==> src/rtl/cmdport_pkg.sv <==
package cmdport_pkg;
    typedef enum logic [1:0] {
        MEM_NONE  = 2'd0,
        MEM_VRAM  = 2'd1,
        MEM_CRAM  = 2'd2,
        MEM_VSRAM = 2'd3
    } mem_sel_e;

    typedef enum logic [1:0] {
        WORD_REG    = 2'd0,
        WORD_FIRST  = 2'd1,
        WORD_SECOND = 2'd2
    } word_kind_e;

    localparam int CODE_W = 6;
    localparam int ADDR_W = 16;
endpackage

==> src/rtl/cmdport_classify.sv <==
module cmdport_classify
    import cmdport_pkg::*;
#(
    parameter int WORD_W = 16
) (
    input  logic              pend,
    input  logic [WORD_W-1:0] word,
    output word_kind_e        kind
);
    always_comb begin
        if (pend)
            kind = WORD_SECOND;
        else if (word[WORD_W-1 -: 2] == 2'b10)
            kind = WORD_REG;
        else
            kind = WORD_FIRST;
    end
endmodule

==> src/rtl/cmdport_target_decode.sv <==
module cmdport_target_decode
    import cmdport_pkg::*;
(
    input  logic [CODE_W-1:0] code,
    output mem_sel_e          mem,
    output logic              wr,
    output logic              valid,
    output logic              dma,
    output logic              copy
);
    always_comb begin
        mem = MEM_NONE;
        unique case (code[3:0])
            4'b0001, 4'b0000: mem = MEM_VRAM;
            4'b0011, 4'b1000: mem = MEM_CRAM;
            4'b0101, 4'b0100: mem = MEM_VSRAM;
            default:          mem = MEM_NONE;
        endcase
        valid = (mem != MEM_NONE);
        wr    = valid & code[0];
        dma   = code[5];
        copy  = code[5] & code[4];
    end
endmodule

==> src/rtl/cmdport_decoder.sv <==
module cmdport_decoder
    import cmdport_pkg::*;
#(
    parameter int NUM_REGS  = 24,
    parameter int INC_REG   = 15,
    parameter int FLAG_W    = 10
) (
    input  logic                 clk,
    input  logic                 rst_n,
    input  logic                 cmd_wr,
    input  logic [15:0]          cmd_wdata,
    input  logic                 cmd_rd,
    input  logic [FLAG_W-1:0]    stat_flags,
    output logic [15:0]          status_rdata,
    input  logic                 data_acc,
    input  logic [4:0]           reg_sel,
    output logic [7:0]           reg_val,
    output logic [ADDR_W-1:0]    acc_addr,
    output logic [CODE_W-1:0]    acc_code,
    output logic                 second_pending,
    output logic [1:0]           tgt_mem,
    output logic                 tgt_write,
    output logic                 tgt_valid,
    output logic                 dma_req,
    output logic                 dma_copy
);
    localparam int IDX_W = 5;
    localparam int LO_W  = 14;

    typedef struct packed {
        logic [NUM_REGS-1:0][7:0] regs;
        logic [ADDR_W-1:0]        addr;
        logic [CODE_W-1:0]        code;
        logic                     pend;
    } state_t;

    state_t     st_d, st_q;
    word_kind_e kind;
    mem_sel_e   mem;
    logic [IDX_W-1:0] wr_idx;

    assign wr_idx = cmd_wdata[8 +: IDX_W];

    cmdport_classify #(.WORD_W(16)) u_classify (
        .pend (st_q.pend),
        .word (cmd_wdata),
        .kind (kind)
    );

    cmdport_target_decode u_decode (
        .code  (st_q.code),
        .mem   (mem),
        .wr    (tgt_write),
        .valid (tgt_valid),
        .dma   (dma_req),
        .copy  (dma_copy)
    );

    always_comb begin
        st_d = st_q;
        if (cmd_wr) begin
            unique case (kind)
                WORD_REG: begin
                    for (int i = 0; i < NUM_REGS; i++)
                        if (wr_idx == IDX_W'(i))
                            st_d.regs[i] = cmd_wdata[7:0];
                end
                WORD_FIRST: begin
                    st_d.code[1:0]      = cmd_wdata[15:14];
                    st_d.addr[LO_W-1:0] = cmd_wdata[LO_W-1:0];
                    st_d.pend           = 1'b1;
                end
                default: begin
                    st_d.code[5:2]          = cmd_wdata[7:4];
                    st_d.addr[ADDR_W-1:LO_W] = cmd_wdata[1:0];
                    st_d.pend               = 1'b0;
                end
            endcase
        end else begin
            if (data_acc)
                st_d.addr = st_q.addr + {8'h00, st_q.regs[INC_REG]};
            if (cmd_rd)
                st_d.pend = 1'b0;
        end
    end

    always_ff @(posedge clk) begin
        if (!rst_n)
            st_q <= '0;
        else
            st_q <= st_d;
    end

    always_comb begin
        reg_val = 8'h00;
        for (int i = 0; i < NUM_REGS; i++)
            if (reg_sel == IDX_W'(i))
                reg_val = st_q.regs[i];
    end

    assign status_rdata   = {{(16-FLAG_W){1'b0}}, stat_flags};
    assign acc_addr       = st_q.addr;
    assign acc_code       = st_q.code;
    assign second_pending = st_q.pend;
    assign tgt_mem        = mem;
endmodule

==> config.mk <==
export PLATFORM = sky130hd
export DESIGN_NAME = cmdport_decoder
export DESIGN_NICKNAME = d
export VERILOG_FILES = /design/src/rtl/cmdport_pkg.sv /design/src/rtl/cmdport_classify.sv /design/src/rtl/cmdport_target_decode.sv /design/src/rtl/cmdport_decoder.sv
export SDC_FILE = /design/constraint.sdc
export NUM_CORES = 1
export LEC_CHECK = 0
export ABC_CLOCK_PERIOD_IN_PS = 4300
export BUFFER_PORTS_ARGS = -buffer_cell sky130_fd_sc_hd__buf_2
export CORE_ASPECT_RATIO = 0.7
export CORE_MARGIN = 10
export CORE_UTILIZATION = 60
export DETAILED_ROUTE_END_ITERATION = 7
export GPL_ROUTABILITY_DRIVEN = 0
export PLACE_DENSITY = 0.82
export SKIP_CTS_REPAIR_TIMING = 1
export SLEW_MARGIN = 20
export SYNTH_ARGS = -nofsm -noshare
export SYNTH_HDL_FRONTEND = slang
export SYNTH_SLANG_ARGS = --single-unit
==> constraint.sdc <==
create_clock -name clk -period 4.3 [get_ports clk]
set_input_delay 0.645 -clock clk [delete_from_list [all_inputs] [get_ports clk]]
set_output_delay 0.645 -clock clk [all_outputs]
set_load 0.01 [all_outputs]
==> impl_metrics.tcl <==
set metrics [dict create \
    hp-class "in2reg" \
    grt_overflow_total 0 \
    worst_skew_pair.late_latency_ns 0.51 \
    antenna_found_initial 1 \
    diodes 0 \
    fin_skew_ns 0.0115 \
    area_delta_synth_final_pct 6.57 \
    core_area_mm2 0.0181 \
    htree_num_levels 1 \
    finalHoldViolCount 0 \
    synth_edf_count 0 \
    min_period_over_period 0.885 \
    synth.distinct_cells 79 \
    layout_min_cycle_time_ns 3.81 \
    routed_wl_mm 34.4 \
    synth_common_cells "dfxtp_1, a21oi_1, nand2_1" \
    grt_pass1_wl_mm 53.7 \
    relSlewSlack 0.381 \
    die_w_um 183 \
    track_usage 0.268 \
    worst_pin_slew_ns 0.928 \
    max_freq_mhz 263 \
    ios 89 \
    wl_per_cell_um 21.8 \
    io_buffers 62 \
    worstPathArrival_ns 3.16 \
    drtIter0Drc 1822 \
    synth.top_cell.area_share 0.387 \
    synth_most_common_cell "dfxtp_1" \
    synth_seq_cells 215 \
    dieArea_mm2 0.0245 \
    cts_sinks 215 \
    power.density_mw_per_mm2 362 \
    dr.pass1.iters 8 \
    setup_viol 0 \
    grt_max_degree 101 \
    antenna_left 0 \
    drc_errors 0 \
    synthArstFlopShare 0 \
    end_kind "output pin" \
    final_cells 1576 \
    routed_via_density 6.56 \
    grt_pass1_vias 9522 \
    r2r_slack_ns 1.54 \
    yosysWarnings 0 \
    start_util 0.614 \
    rsz0062_at_grt "no" \
    status "complete, no violations" \
    final_nets 1370 \
    synth_top_flop_cell "dfxtp_1" \
    drv_slew 0 \
    ff_latch_area_mm2 0.00430 \
    syn_area_mm2 0.0111 \
    postSynthAreaPerCell_um2 8.15 \
    multi_input_area_mm2 0.00600 \
    cts_tree "yes" \
    cts-root-buf "clkbuf_16" \
    clock_path_buffers 3 \
    clk_pin_slew_ns 0.07 \
    layout-drive-gt1-share 0.122 \
    hold_slack_ns 0.392 \
    yosysTopAreaCell "dfxtp_1" \
    crit_required_ns 3.65 \
    fin_tns_setup_ns 0 \
    ir_drop_mv 0.378 \
    num_vias 10335 \
    synthTopCellsByArea "dfxtp_1, mux2i_1, a21oi_1" \
    dieHeight_um 134 \
    p_leak_nw 4.21 \
    dp_cells 1538 \
    syn_inst 1364 \
    cts_buffers 21 \
    cp_max_fo 52 \
    fillers 1494 \
    start_kind "input pin" \
    maxCapViolations 0 \
    dp_hpwl_mm 22.9 \
    std_cell_rows 41 \
    critPathKind "in2out" \
    synth-seq-area-share 0.387 \
]
-- metal layers --
layer	GRT usage	part of all wire
met5	0	0.00017
met1	0.372	0.41
met3	0.0967	0.15
met4	0.0843	0.031
met2	0.376	0.41
-- path summary, 6_finish.rpt --
check,from,end,cells after the start
worst min register to register,st_q[187]$_SDFFE_PN0P_,st_q[187]$_SDFFE_PN0P_,2
worst max register to register,st_q[143]$_SDFFE_PN0P_,acc_addr[10]$_SDFFE_PN0P_,9
worst max-delay path,reg_sel[0],reg_val[0],8
worst min-delay path,cmd_rd,second_pending$_SDFFE_PN0P_,4
-- kinds of logic after synthesis --
kind of cell,after synthesis,share of synthesized area
and+or+nand+nor,430,0.180
AOI/OAI and AO/OA,398,0.209
DFF,215,0.387
buffers and inverters,169,0.0748
muxes,139,0.135
adders and majority gates,9,0.0108
xor gates and xnor gates,3,0.00236
other,1,0.000337
-- cell usage in the layout, fill, tap and decap left out, drive strengths merged, types with 6 or more instances in the layout --
cell / n
dfxtp: 215
a21oi: 156
nand2: 154
nor2: 152
o21ai: 131
mux2i: 122
buf: 86
nand3: 42
clkbuf: 27
nor3: 19
inv: 17
o22ai: 16
nand2b: 15
nor2b: 14
a31oi: 9
mux2: 9
o221ai: 9
clkinv: 9
mux4: 8
and2: 8
ha: 8
a22oi: 6
nor3b: 6
conb: 6
-- state kept, by name, indices dropped and copies added (netlist names) --
name / flops
acc_code: 6
st_q: 192
acc_addr: 16
second_pending: 1
-- per-stage QoR --
| step | utilization | cell area [µm²] | worst slack (ns) | power, W |
|---|---|---|---|---|
| after floorplan | - | 11100 | 1.52 | 0.00239 |
| after global routing | 0.654 | 11900 | 0.398 | 0.00442 |
| after CTS | 0.654 | 11900 | 0.625 | 0.00430 |
| after global placement | 0.617 | 11200 | 0.736 | 0.00248 |
| final | 0.654 | 11900 | 0.494 | 0.00429 |
| after detailed placement | 0.617 | 11200 | 0.634 | 0.00249 |
-- area by class of cell --
| class | instances | share of cell area |
|---|---|---|
| multi-input cells | 985 | 0.506 |
| clock buffers | 27 | 0.0496 |
| clock inverters | 11 | 0.00760 |
| inverters | 16 | 0.00549 |
| well taps | 236 | 0.0249 |
| flip-flops and latches | 215 | 0.363 |
| repair buffers | 86 | 0.0427 |
-- worst max-delay path, stage by stage --
cell       delay [ns]
buf_4            0.54
inv_2            0.31
a2111oi_0        0.77
a21oi_1          0.09
a2bb2oi_1        0.17
o221ai_1         0.22
nand3_1          0.19
buf_2            0.19
-- power breakdown --
part,leakage [nW],total [W],switching (W),internal (W)
Sequential,1.73,0.00203,0.0000217,0.00201
Clock,0.346,0.00183,0.000795,0.00103
Combinational,2.13,0.000432,0.000306,0.000127
No activity file was read; power rests on OpenSTA's default activity.
